### config.mk
export PLATFORM = sky130hd
export DESIGN_NAME = dual_tone_synth
export DESIGN_NICKNAME = d
export VERILOG_FILES = /design/src/rtl/dts_pkg.sv /design/src/rtl/dts_tick_gen.sv /design/src/rtl/dts_code_map.sv /design/src/rtl/dts_phase_acc.sv /design/src/rtl/dts_wave_shape.sv /design/src/rtl/dts_mix_gain.sv /design/src/rtl/dual_tone_synth.sv
export SDC_FILE = /design/constraint.sdc
export NUM_CORES = 1
export LEC_CHECK = 0
export BUFFER_PORTS_ARGS = -buffer_cell sky130_fd_sc_hd__buf_2
export CORE_ASPECT_RATIO = 1.4
export CORE_MARGIN = 8
export CORE_UTILIZATION = 40
export CTS_BUF_LIST = sky130_fd_sc_hd__clkbuf_4 sky130_fd_sc_hd__clkbuf_8
export DETAILED_ROUTE_END_ITERATION = 8
export PLACE_DENSITY = 0.54
export SLEW_MARGIN = 5
export SYNTH_ARGS = -nofsm -noshare
export SYNTH_HDL_FRONTEND = slang
export SYNTH_SLANG_ARGS = --single-unit
export TNS_END_PERCENT = 50
### constraint.sdc
create_clock -name clk -period 2.15 [get_ports clk]
set_input_delay 0.215 -clock clk [delete_from_list [all_inputs] [get_ports clk]]
set_output_delay 0.215 -clock clk [all_outputs]
set_load 0.05 [all_outputs]
### src/rtl/dts_pkg.sv
package dts_pkg;

  localparam int REF_CLK_HZ = 3579545;

  // Output weighting of the two groups (high group emphasised).
  localparam int LO_WEIGHT    = 14;
  localparam int HI_WEIGHT    = 16;
  localparam int WEIGHT_SHIFT = 4;

  // Gain fraction bits of the attenuation multiplier.
  localparam int GAIN_FRAC = 15;
  localparam int GAIN_W    = 16;

  localparam int LOW_HZ  [4] = '{697, 770, 852, 941};
  localparam int HIGH_HZ [4] = '{1209, 1336, 1477, 1633};

  typedef enum logic [1:0] {
    MODE_MUTE   = 2'b00,
    MODE_PAIR   = 2'b01,
    MODE_SINGLE = 2'b10,
    MODE_SPARE  = 2'b11
  } tone_mode_e;

  // Phase increment per sample for a tone, rounded to nearest.
  function automatic longint tuning_word(input int freq_hz, input int acc_w, input int div);
    longint num;
    num = (longint'(freq_hz) <<< acc_w) * longint'(div) + longint'(REF_CLK_HZ / 2);
    return num / longint'(REF_CLK_HZ);
  endfunction

  // 10^(-n/20) scaled by 2^15, unity clipped to the largest code.
  function automatic logic [GAIN_W-1:0] gain_q15(input logic [3:0] n);
    logic [GAIN_W-1:0] g;
    case (n)
      4'd0:  g = 16'd32767;
      4'd1:  g = 16'd29205;
      4'd2:  g = 16'd26029;
      4'd3:  g = 16'd23198;
      4'd4:  g = 16'd20675;
      4'd5:  g = 16'd18427;
      4'd6:  g = 16'd16423;
      4'd7:  g = 16'd14637;
      4'd8:  g = 16'd13045;
      4'd9:  g = 16'd11627;
      4'd10: g = 16'd10362;
      4'd11: g = 16'd9235;
      4'd12: g = 16'd8231;
      4'd13: g = 16'd7336;
      4'd14: g = 16'd6538;
      default: g = 16'd5827;
    endcase
    return g;
  endfunction

endpackage

### src/rtl/dts_tick_gen.sv
module dts_tick_gen #(
  parameter int DIV = 448
) (
  input  logic clk,
  input  logic rst_n,
  output logic tick
);
  localparam int CW = (DIV > 1) ? $clog2(DIV) : 1;
  localparam logic [CW-1:0] LAST = CW'(DIV - 1);

  logic [CW-1:0] cnt_q;
  logic [CW-1:0] cnt_d;

  always_comb begin
    tick  = (cnt_q == LAST);
    cnt_d = tick ? '0 : cnt_q + 1'b1;
  end

  always_ff @(posedge clk or negedge rst_n) begin
    if (!rst_n) begin
      cnt_q <= '0;
    end else begin
      cnt_q <= cnt_d;
    end
  end
endmodule

### src/rtl/dts_code_map.sv
module dts_code_map (
  input  logic [3:0] code,
  output logic [1:0] lo_sel,
  output logic [1:0] hi_sel
);
  // lo_sel: 0=697 1=770 2=852 3=941 ; hi_sel: 0=1209 1=1336 2=1477 3=1633
  always_comb begin
    case (code)
      4'd1, 4'd2, 4'd3, 4'd13: lo_sel = 2'd0;
      4'd4, 4'd5, 4'd6, 4'd14: lo_sel = 2'd1;
      4'd7, 4'd8, 4'd9, 4'd15: lo_sel = 2'd2;
      default:                 lo_sel = 2'd3;
    endcase
    case (code)
      4'd1, 4'd4, 4'd7, 4'd11: hi_sel = 2'd0;
      4'd2, 4'd5, 4'd8, 4'd10: hi_sel = 2'd1;
      4'd3, 4'd6, 4'd9, 4'd12: hi_sel = 2'd2;
      default:                 hi_sel = 2'd3;
    endcase
  end
endmodule

### src/rtl/dts_phase_acc.sv
module dts_phase_acc #(
  parameter int ACC_W = 24
) (
  input  logic             clk,
  input  logic             rst_n,
  input  logic             clear,
  input  logic             advance,
  input  logic [ACC_W-1:0] step,
  output logic [ACC_W-1:0] phase
);
  logic [ACC_W-1:0] phase_q;
  logic [ACC_W-1:0] phase_d;

  always_comb begin
    phase_d = phase_q;
    if (clear) begin
      phase_d = '0;
    end else if (advance) begin
      phase_d = phase_q + step;
    end
  end

  always_ff @(posedge clk or negedge rst_n) begin
    if (!rst_n) begin
      phase_q <= '0;
    end else begin
      phase_q <= phase_d;
    end
  end

  assign phase = phase_q;
endmodule

### src/rtl/dts_wave_shape.sv
module dts_wave_shape #(
  parameter int ACC_W   = 24,
  parameter int PH_BITS = 11
) (
  input  logic [ACC_W-1:0]   phase,
  output logic               neg,
  output logic [PH_BITS-1:0] mag
);
  localparam int PW = 2 * PH_BITS + 1;

  logic [PH_BITS-1:0] x;
  logic [PH_BITS:0]   span;
  logic [PW-1:0]      bump;
  logic               unused_lsb;

  assign neg  = phase[ACC_W-1];
  assign x    = phase[ACC_W-2 -: PH_BITS];
  assign span = {1'b1, {PH_BITS{1'b0}}} - {1'b0, x};
  assign bump = PW'(x) * PW'(span);
  assign mag  = PH_BITS'(bump >> (PH_BITS - 1));
  assign unused_lsb = ^phase[ACC_W-PH_BITS-2:0];
endmodule

### src/rtl/dts_mix_gain.sv
module dts_mix_gain
  import dts_pkg::*;
#(
  parameter int PH_BITS = 11,
  parameter int OUT_W   = 12
) (
  input  logic               neg_lo,
  input  logic [PH_BITS-1:0] mag_lo,
  input  logic               neg_hi,
  input  logic [PH_BITS-1:0] mag_hi,
  input  logic [1:0]         mode,
  input  logic               hi_only,
  input  logic [3:0]         atten,
  input  logic               squelch,
  output logic [OUT_W-1:0]   sample
);
  localparam int WIDE_W = PH_BITS + 5;
  localparam int ABS_W  = PH_BITS + 1;
  localparam int TERM_W = PH_BITS + 2;
  localparam int SUM_W  = TERM_W + 1;
  localparam int PROD_W = SUM_W + GAIN_W + 1;
  localparam int ROUND_BIAS = 1 << (GAIN_FRAC - 1);

  logic [WIDE_W-1:0]        lo_wide, hi_wide;
  logic [ABS_W-1:0]         lo_abs, hi_abs;
  logic signed [TERM_W-1:0] lo_term, hi_term;
  logic signed [SUM_W-1:0]  mix_sum;
  logic [GAIN_W-1:0]        gain;
  logic signed [PROD_W-1:0] prod, rnd;
  logic                     silent;
  logic                     unused_top;

  always_comb begin
    lo_wide = WIDE_W'(mag_lo) * WIDE_W'(LO_WEIGHT);
    hi_wide = WIDE_W'(mag_hi) * WIDE_W'(HI_WEIGHT);
    lo_abs  = ABS_W'(lo_wide >> WEIGHT_SHIFT);
    hi_abs  = ABS_W'(hi_wide >> WEIGHT_SHIFT);
    lo_term = neg_lo ? -$signed({1'b0, lo_abs}) : $signed({1'b0, lo_abs});
    hi_term = neg_hi ? -$signed({1'b0, hi_abs}) : $signed({1'b0, hi_abs});

    case (tone_mode_e'(mode))
      MODE_PAIR:   mix_sum = SUM_W'(lo_term) + SUM_W'(hi_term);
      MODE_SINGLE: mix_sum = hi_only ? SUM_W'(hi_term) : SUM_W'(lo_term);
      default:     mix_sum = '0;
    endcase

    silent = squelch || (tone_mode_e'(mode) == MODE_MUTE) || (tone_mode_e'(mode) == MODE_SPARE);
    gain   = gain_q15(atten);
    prod   = PROD_W'(mix_sum) * $signed({1'b0, gain});
    rnd    = (prod + PROD_W'(ROUND_BIAS)) >>> GAIN_FRAC;
    sample = silent ? '0 : rnd[OUT_W-1:0];
  end

  assign unused_top = ^rnd[PROD_W-1:OUT_W];
endmodule

### src/rtl/dual_tone_synth.sv
module dual_tone_synth
  import dts_pkg::*;
#(
  parameter int CLK_DIV = 448,
  parameter int ACC_W   = 24,
  parameter int PH_BITS = 11,
  parameter int OUT_W   = 12
) (
  input  logic             clk,
  input  logic             rst_n,
  input  logic [3:0]       tone_code,
  input  logic [1:0]       tone_mode,
  input  logic [3:0]       atten,
  input  logic             squelch,
  output logic [OUT_W-1:0] tone_out,
  output logic             tone_strobe
);
  localparam int NCH = 2;
  localparam logic [ACC_W-1:0] LO_WORD [4] = '{
    ACC_W'(tuning_word(LOW_HZ[0], ACC_W, CLK_DIV)),
    ACC_W'(tuning_word(LOW_HZ[1], ACC_W, CLK_DIV)),
    ACC_W'(tuning_word(LOW_HZ[2], ACC_W, CLK_DIV)),
    ACC_W'(tuning_word(LOW_HZ[3], ACC_W, CLK_DIV))
  };
  localparam logic [ACC_W-1:0] HI_WORD [4] = '{
    ACC_W'(tuning_word(HIGH_HZ[0], ACC_W, CLK_DIV)),
    ACC_W'(tuning_word(HIGH_HZ[1], ACC_W, CLK_DIV)),
    ACC_W'(tuning_word(HIGH_HZ[2], ACC_W, CLK_DIV)),
    ACC_W'(tuning_word(HIGH_HZ[3], ACC_W, CLK_DIV))
  };

  // Reset: asserted asynchronously, released on the clock.
  logic [1:0] rst_pipe;
  logic       rst_sync_n;

  always_ff @(posedge clk or negedge rst_n) begin
    if (!rst_n) begin
      rst_pipe <= 2'b00;
    end else begin
      rst_pipe <= {rst_pipe[0], 1'b1};
    end
  end
  assign rst_sync_n = rst_pipe[1];

  logic tick;
  dts_tick_gen #(.DIV(CLK_DIV)) u_tick (
    .clk   (clk),
    .rst_n (rst_sync_n),
    .tick  (tick)
  );

  logic [1:0] lo_sel, hi_sel;
  dts_code_map u_map (
    .code   (tone_code),
    .lo_sel (lo_sel),
    .hi_sel (hi_sel)
  );

  // Setting-change detection restarts both accumulators.
  logic [3:0] code_seen_q;
  logic [1:0] mode_seen_q;
  logic       setting_change;

  assign setting_change = (tone_code != code_seen_q) || (tone_mode != mode_seen_q);

  always_ff @(posedge clk or negedge rst_sync_n) begin
    if (!rst_sync_n) begin
      code_seen_q <= '0;
      mode_seen_q <= MODE_MUTE;
    end else begin
      code_seen_q <= tone_code;
      mode_seen_q <= tone_mode;
    end
  end

  logic [ACC_W-1:0]   acc_phase [NCH];
  logic [NCH-1:0]     wave_neg;
  logic [PH_BITS-1:0] wave_mag  [NCH];

  for (genvar ch = 0; ch < NCH; ch++) begin : g_chan
    logic [ACC_W-1:0] step;
    if (ch == 0) begin : g_low
      assign step = LO_WORD[lo_sel];
    end else begin : g_high
      assign step = HI_WORD[hi_sel];
    end

    dts_phase_acc #(.ACC_W(ACC_W)) u_acc (
      .clk     (clk),
      .rst_n   (rst_sync_n),
      .clear   (setting_change),
      .advance (tick),
      .step    (step),
      .phase   (acc_phase[ch])
    );

    dts_wave_shape #(.ACC_W(ACC_W), .PH_BITS(PH_BITS)) u_wave (
      .phase (acc_phase[ch]),
      .neg   (wave_neg[ch]),
      .mag   (wave_mag[ch])
    );
  end

  logic [OUT_W-1:0] mix_sample;
  dts_mix_gain #(.PH_BITS(PH_BITS), .OUT_W(OUT_W)) u_mix (
    .neg_lo  (wave_neg[0]),
    .mag_lo  (wave_mag[0]),
    .neg_hi  (wave_neg[1]),
    .mag_hi  (wave_mag[1]),
    .mode    (tone_mode),
    .hi_only (tone_code[3]),
    .atten   (atten),
    .squelch (squelch),
    .sample  (mix_sample)
  );

  // Output register, loaded only on the sample tick.
  logic [OUT_W-1:0] tone_q, tone_d;
  logic             strobe_q, strobe_d;

  always_comb begin
    tone_d   = tone_q;
    if (tick) begin
      tone_d = mix_sample;
    end
    strobe_d = tick;
  end

  always_ff @(posedge clk or negedge rst_sync_n) begin
    if (!rst_sync_n) begin
      tone_q   <= '0;
      strobe_q <= 1'b0;
    end else begin
      tone_q   <= tone_d;
      strobe_q <= strobe_d;
    end
  end

  assign tone_out    = tone_q;
  assign tone_strobe = strobe_q;
endmodule

==> impl_metrics.env, run 1 <==
export IMPL_status="complete, but fails checks"
export IMPL_violations="setup timing"
export IMPL_finalNetCount=3900
export IMPL_powerDensity_nw_per_um2=376
export IMPL_startpoint_type="flip-flop"
export IMPL_seqPwrFrac=0.137
export IMPL_path_class="flip-flop to flip-flop"
export IMPL_slew_headroom=0.643
export IMPL_die_area_um2=64400
export IMPL_grt_antenna_before_repair=0
export IMPL_tritoncts="built"
export IMPL_via_per_inst=5.00
export IMPL_netSwitchingPower_mw=5.24
export IMPL_wl_um=63400
export IMPL_crit_slowest_cell="fa_2"
export IMPL_clkPwrFrac=0.098
export IMPL_dp_slack_ps=-13440
export IMPL_fin_crit_sh=6.97
export IMPL_async_reset_ff_frac=1.00
export IMPL_final_hold_viol_count=0
export IMPL_start_util=0.402
export IMPL_die_w_um=217
export IMPL_ant_nets=0
export IMPL_synth_xor_area_frac=0.0527
export IMPL_crit_buf_inv=13
export IMPL_synth_top_area_cell="fa_1"
export IMPL_setup_ws_ps=-12830
export IMPL_final_max_slew_violation_count=0
export IMPL_finalPower_mw=11.4
export IMPL_syn_inst=2622
export IMPL_clock_sinks=78
export IMPL_peakVddDrop_uv=340
export IMPL_muxShareOfSynthArea=0.00836
export IMPL_synth_ff_type="dfrtp_1"
export IMPL_p_leak_nw=15.3
export IMPL_fp_coreArea_um2=56200
export IMPL_clock_latency_ps=410
export IMPL_cts_buffer_depth=2
export IMPL_avgSynthCellArea_um2=8.62
export IMPL_diodes=0
export IMPL_synth_top_family_by_area="adder cells"
export IMPL_fin_crit_ps=14980
export IMPL_area_growth_syn_to_layout_pct=33.9
export IMPL_hold_class="input port to flip-flop"
export IMPL_synth_edf_count=0
export IMPL_crit_top_cell="fa_1"
export IMPL_yosysUniqueCellTypes=87
export IMPL_synth_seq_cells=78
export IMPL_gp_congestion=0.935
export IMPL_cp_end_kind="flip-flop"
export IMPL_synth_compound_area_frac=0.104
export IMPL_die_y_um=297
export IMPL_grt_pass1_vias=22300
export IMPL_drive_above_1_share=0.304
export IMPL_synth_warnings=0
export IMPL_cts_root_buf="clkbuf_8"
export IMPL_slowest_delay_ps=530
export IMPL_swShare=0.461
export IMPL_ys_seq_area_frac=0.0864
export IMPL_combPwrFrac=0.764
export IMPL_critPathRequiredTime_ps=2440
export IMPL_grt_remaining_overflow=0
export IMPL_setup_viol=52
export IMPL_n_fill_cell=5318
export IMPL_worstPathArrival_ps=15270
export IMPL_synthAdderAreaFrac=0.465
export IMPL_worst_pin_slew_ps=536
export IMPL_first_pass_iters=4
export IMPL_track_usage=0.200
export IMPL_grt_max_degree=25
export IMPL_netlist_area_leader_share=0.294
export IMPL_clk_pin_slew_ps=110
export IMPL_htree_levels=3
export IMPL_wl_per_cell_um=15.9
export IMPL_synth_area_leaders="fa_1, ha_1, dfrtp_1"
export IMPL_place_hpwl_um=54000
export IMPL_drtIter0Drc=878
export IMPL_crit_family="adder cells"
export IMPL_portBuffers=25
export IMPL_vias=19900
export IMPL_drv_cap=0
export IMPL_synth_simple_area_share=0.192
export IMPL_netlist_area_um2=22600
export IMPL_rsz0062_at_grt="true"
export IMPL_skew_ps=26.3
export IMPL_max_freq_mhz=66.8
export IMPL_rows=103
export IMPL_cts_buffers=9
export IMPL_ioPinCount=26
export IMPL_grt_pass1_wl_um=107000
export IMPL_cp_max_fo=5
export IMPL_internal_power_mw=6.14
export IMPL_whs_ps=62.9
export IMPL_drc_errors=0
cell usage after synthesis, types with 10 or more instances:
cell type	number
nand4_1	10
nor2_1	187
o211ai_1	11
a21o_1	41
xor2_1	39
a211oi_1	12
fa_1	332
clkbuf_1	59
ha_1	309
nor3_1	40
nor2b_1	95
o21bai_1	11
nand3_1	44
dfrtp_1	78
o21ai_0	57
a31oi_1	11
nand2b_1	113
and2_1	44
inv_1	449
or3_1	23
xnor2_1	97
mux2i_1	11
nand2_1	230
a21oi_1	108
and3_1	14
or2_2	18
final timing paths:
| check | start | endpoint | slack [ps] | cells past startpoint |
|---|---|---|---|---|
| max | g_chan[0].u_acc.phase[12]$_DFFE_PN0P_ | tone_out[11]$_DFFE_PN0P_ | -12830 | 64 |
| min in group asynchronous | rst_n | rst_pipe[1]$_DFF_PN0_ | 130 | 2 |
| max reg2reg | g_chan[0].u_acc.phase[12]$_DFFE_PN0P_ | tone_out[11]$_DFFE_PN0P_ | -12830 | 64 |
| max in group asynchronous | rst_pipe[1]$_DFF_PN0_ | g_chan[0].u_acc.phase[18]$_DFFE_PN0P_ | 1250 | 1 |
| min reg2reg | rst_pipe[1]$_DFF_PN0_ | g_chan[1].u_acc.phase[21]$_DFFE_PN0P_ | 250 | 0 |
| min | tone_code[1] | code_seen_q[1]$_DFF_PN0_ | 60 | 2 |
per-stage QoR:
step | TNS [ps] | util | cells | area, um^2
after floorplan | -183790 | - | 2639 | 23200
after global placement | -212130 | 0.504 | 3912 | 28300
after detailed placement | -217970 | 0.504 | 3912 | 28300
after CTS | -185370 | 0.524 | 3962 | 29400
after global routing | -198950 | 0.538 | 3986 | 30200
final | -187000 | 0.538 | 3986 | 30200
layer usage:
layer  routed length [um]  GRT usage  up-vias  part of all wire
met5                    0          0        -                 0
met4                 2530     0.0752        0             0.040
met3                 1160     0.0175      133             0.018
met2                35500      0.395      254              0.56
met1                24200      0.215     9952              0.38
li1                     -          -     9608                 -
kinds of logic (layout without fill, tap and decap cells):
family | count (synthesis) | in the layout
flops | 78 | 78
fa+ha+maj | 641 | 641
other cells | 2 | 19
buf+inv | 533 | 1145
simple gates | 866 | 866
mux | 17 | 17
compound gates | 349 | 349
xor+xnor | 136 | 136
layout make-up:
cell class / count / area (um^2) / area share
multi-input combinational: 2028 / 20300 / 0.671
clock buffer: 10 / 138 / 0.00455
clock inverter: 6 / 45.0 / 0.00149
timing repair buffer: 674 / 5170 / 0.171
inverter: 455 / 1730 / 0.0572
tap: 735 / 920 / 0.0304
sequential: 78 / 1960 / 0.0647
power by group through the flow:
stage | logic [mW] | registers [mW] | clock network (mW)
3_3_place_gp | 7.56 | 1.59 | 0
6_report | 8.70 | 1.56 | 1.12
3_5_place_dp | 7.74 | 1.59 | 0
2_1_floorplan | 4.69 | 1.72 | 0
4_1_cts | 8.35 | 1.57 | 1.18
5_1_grt | 9.73 | 1.57 | 1.22
placed cells by master, fill, tap and decap left out, drive strengths merged, types with 12 or more instances in the layout:
cell type / instances
nor2b: 95
a21o: 41
nand2b: 114
ha: 309
xnor2: 97
nand3: 45
a211oi: 12
buf: 673
o21ai: 63
xor2: 39
nand2: 230
nor2: 187
and3: 14
or2: 22
a21oi: 111
fa: 332
inv: 452
or3: 23
nor3: 40
and2: 48
dfrtp: 78
conb: 19
flip-flops by register name, summed over array words and instances, names as in the netlist:
| name | count |
|---|---|
| tone_strobe | 1 |
| code_seen_q | 4 |
| mode_seen_q | 2 |
| u_tick.cnt_q | 9 |
| rst_pipe | 2 |
| tone_out | 12 |
| g_chan.u_acc.phase | 48 |
timing repair:
item | 4_1_cts | 5_1_grt
pin swaps | 102 | 121
endpoints found under the hold margin | 2 | 0
hold buffers | 1 | 0
buffers inserted | 35 | 29
resized for setup | 135 | 128
endpoints found under the setup margin | 52 | 53
(Power assumes the default switching activity.)
==> run 2, diff against run 1 <==
--- a/config.mk
+++ b/config.mk
@@ -8,10 +8,10 @@
 export BUFFER_PORTS_ARGS = -buffer_cell sky130_fd_sc_hd__buf_2
 export CORE_ASPECT_RATIO = 1.4
 export CORE_MARGIN = 8
-export CORE_UTILIZATION = 40
+export CORE_UTILIZATION = 50
 export CTS_BUF_LIST = sky130_fd_sc_hd__clkbuf_4 sky130_fd_sc_hd__clkbuf_8
 export DETAILED_ROUTE_END_ITERATION = 8
-export PLACE_DENSITY = 0.54
+export PLACE_DENSITY = 0.65
 export SLEW_MARGIN = 5
 export SYNTH_ARGS = -nofsm -noshare
 export SYNTH_HDL_FRONTEND = slang
==> run 2 against run 1 <==
  * The run still ends with setup timing left
  * Setup slack got worse by 240 ps
  * Power decreased by 0.57%
  * Sequential share of layout area rose by 0.13 points
  * Fmax decreased by 1.6%
  * Wire length hardly changed
==> impl_metrics.env, run 2 (synthesis results as in run 1) <==
export IMPL_final_max_slew_violation_count=0
export IMPL_setup_viol=53
export IMPL_status="complete, but fails checks"
export IMPL_setup_ws_ps=-13070
export IMPL_final_hold_viol_count=0
export IMPL_first_pass_iters=7
export IMPL_fin_crit_ps=15220
export IMPL_clk_pin_slew_ps=90
export IMPL_drtIter0Drc=757
export IMPL_p_leak_nw=15.2
export IMPL_netSwitchingPower_mw=5.16
export IMPL_rsz0062_at_grt="true"
export IMPL_die_w_um=196
export IMPL_slowest_delay_ps=560
export IMPL_ioPinCount=26
export IMPL_crit_slowest_cell="fa_1"
export IMPL_path_class="flip-flop to flip-flop"
export IMPL_dp_slack_ps=-13480
export IMPL_swShare=0.456
export IMPL_worstPathArrival_ps=15500
export IMPL_clock_latency_ps=410
export IMPL_crit_top_cell="fa_1"
export IMPL_drv_cap=0
export IMPL_drive_above_1_share=0.294
export IMPL_die_area_um2=52300
export IMPL_hp_start="tone_mode[1]"
export IMPL_ant_nets=0
export IMPL_fin_crit_sh=7.08
export IMPL_start_util=0.504
export IMPL_diodes=0
export IMPL_die_y_um=267
export IMPL_powerDensity_nw_per_um2=381
export IMPL_portBuffers=25
export IMPL_wl_um=63400
export IMPL_crit_start="g_chan[0].u_acc.phase[13]$_DFFE_PN0P_"
export IMPL_final_common_cell="buf_4"
export IMPL_track_usage=0.246
export IMPL_htree_levels=3
export IMPL_hold_class="input port to flip-flop"
export IMPL_finalNetCount=3873
export IMPL_max_freq_mhz=65.7
export IMPL_holdPathStages=2
export IMPL_clock_sinks=78
export IMPL_cts_buffers=9
export IMPL_grt_pass1_vias=22800
export IMPL_crit_buf_inv=18
export IMPL_cp_max_fo=7
export IMPL_drc_errors=0
export IMPL_tritoncts="built"
export IMPL_crit_family="adder cells"
export IMPL_internal_power_mw=6.15
export IMPL_violations="setup timing"
export IMPL_via_per_inst=5.33
export IMPL_combPwrFrac=0.750
export IMPL_worst_pin_slew_ps=605
export IMPL_cp_end_kind="flip-flop"
export IMPL_grt_pass1_wl_um=106000
export IMPL_vias=20200
export IMPL_grt_antenna_before_repair=0
export IMPL_finish_utilization=0.663
export IMPL_seqPwrFrac=0.139
export IMPL_cts_buffer_depth=2
export IMPL_largest_register_ffs=48
export IMPL_wl_per_cell_um=16.7
export IMPL_n_fill_cell=3631
export IMPL_critPathRequiredTime_ps=2430
export IMPL_slew_headroom=0.596
export IMPL_startpoint_type="flip-flop"
export IMPL_rows=92
export IMPL_layout_common_cells="buf_4, inv_1, fa_1"
export IMPL_grt_max_degree=37
export IMPL_peakVddDrop_uv=345
export IMPL_place_hpwl_um=52100
export IMPL_cts_root_buf="clkbuf_8"
export IMPL_path_depth=65
export IMPL_r2r_cells=65
export IMPL_finalPower_mw=11.3
export IMPL_area_growth_syn_to_layout_pct=31.4
export IMPL_skew_ps=20.1
export IMPL_gp_congestion=0.915
export IMPL_clkPwrFrac=0.111
export IMPL_worstReg2RegStart="g_chan[0].u_acc.phase[13]$_DFFE_PN0P_"
export IMPL_grt_remaining_overflow=0
export IMPL_fp_coreArea_um2=44800
run 2: changes by cell type in the layout (fill, tap and decap cells not counted), moves of 4 or more:
cell,previous run,this run
a21oi_1,66,62
nor3_2,9,5
ha_1,266,274
a21oi_2,38,43
nor2_2,6,10
ha_4,37,30
buf_4,619,591
nor3_1,29,33
run 2: what timing repair did:
item	CTS	global route
buffers inserted	51	34
hold buffers	1	0
endpoints found under the setup margin	52	54
resized for setup	135	99
endpoints found under the hold margin	2	0
pin swaps	132	124
run 2: layer usage:
metal | part of all wire | GRT usage | up-vias
met1 | 0.37 | 0.257 | 10100
met5 | 0 | 0 | -
met2 | 0.56 | 0.491 | 368
met4 | 0.040 | 0.113 | 0
met3 | 0.021 | 0.0189 | 165
li1 | - | - | 9553
run 2: metrics by stage:
stage	instances	setup TNS, ps	hold WS (ps)	instance area (um^2)
finish	3788	-187740	81.9	29700
global route	3788	-200950	83.8	29700
CTS	3767	-185350	44.3	29000
detailed placement	3701	-215740	2.44	27800
global placement	3701	-208790	-1.20	27800
floorplan	2639	-183790	-80.6	23200
run 2: power groups by stage:
stage	Clock, mW	Combinational [mW]	Sequential, mW
after floorplan	0	4.69	1.72
final	1.26	8.48	1.57
after CTS	1.29	8.15	1.57
after global placement	0	7.45	1.60
after detailed placement	0	7.67	1.60
after global routing	1.33	9.48	1.58
run 2: path summary, 6_finish.rpt:
check,end,slack (ps)
setup reg to reg,tone_out[7]$_DFFE_PN0P_,-13070
max in group asynchronous,g_chan[0].u_acc.phase[18]$_DFFE_PN0P_,1200
hold reg to reg,tone_out[11]$_DFFE_PN0P_,320
hold / removal,mode_seen_q[1]$_DFF_PN0_,80
min in group asynchronous,rst_pipe[1]$_DFF_PN0_,130
setup / recovery,tone_out[7]$_DFFE_PN0P_,-13070
run 2: cell type report:
cell class,count,area [um^2],area share
timing repair buffer,647,4970,0.167
multi-input combinational,2028,20100,0.678
sequential,78,1960,0.0660
clock inverter,3,43.8,0.00148
clock buffer,13,166,0.00561
tap,564,706,0.0238
inverter,455,1730,0.0582
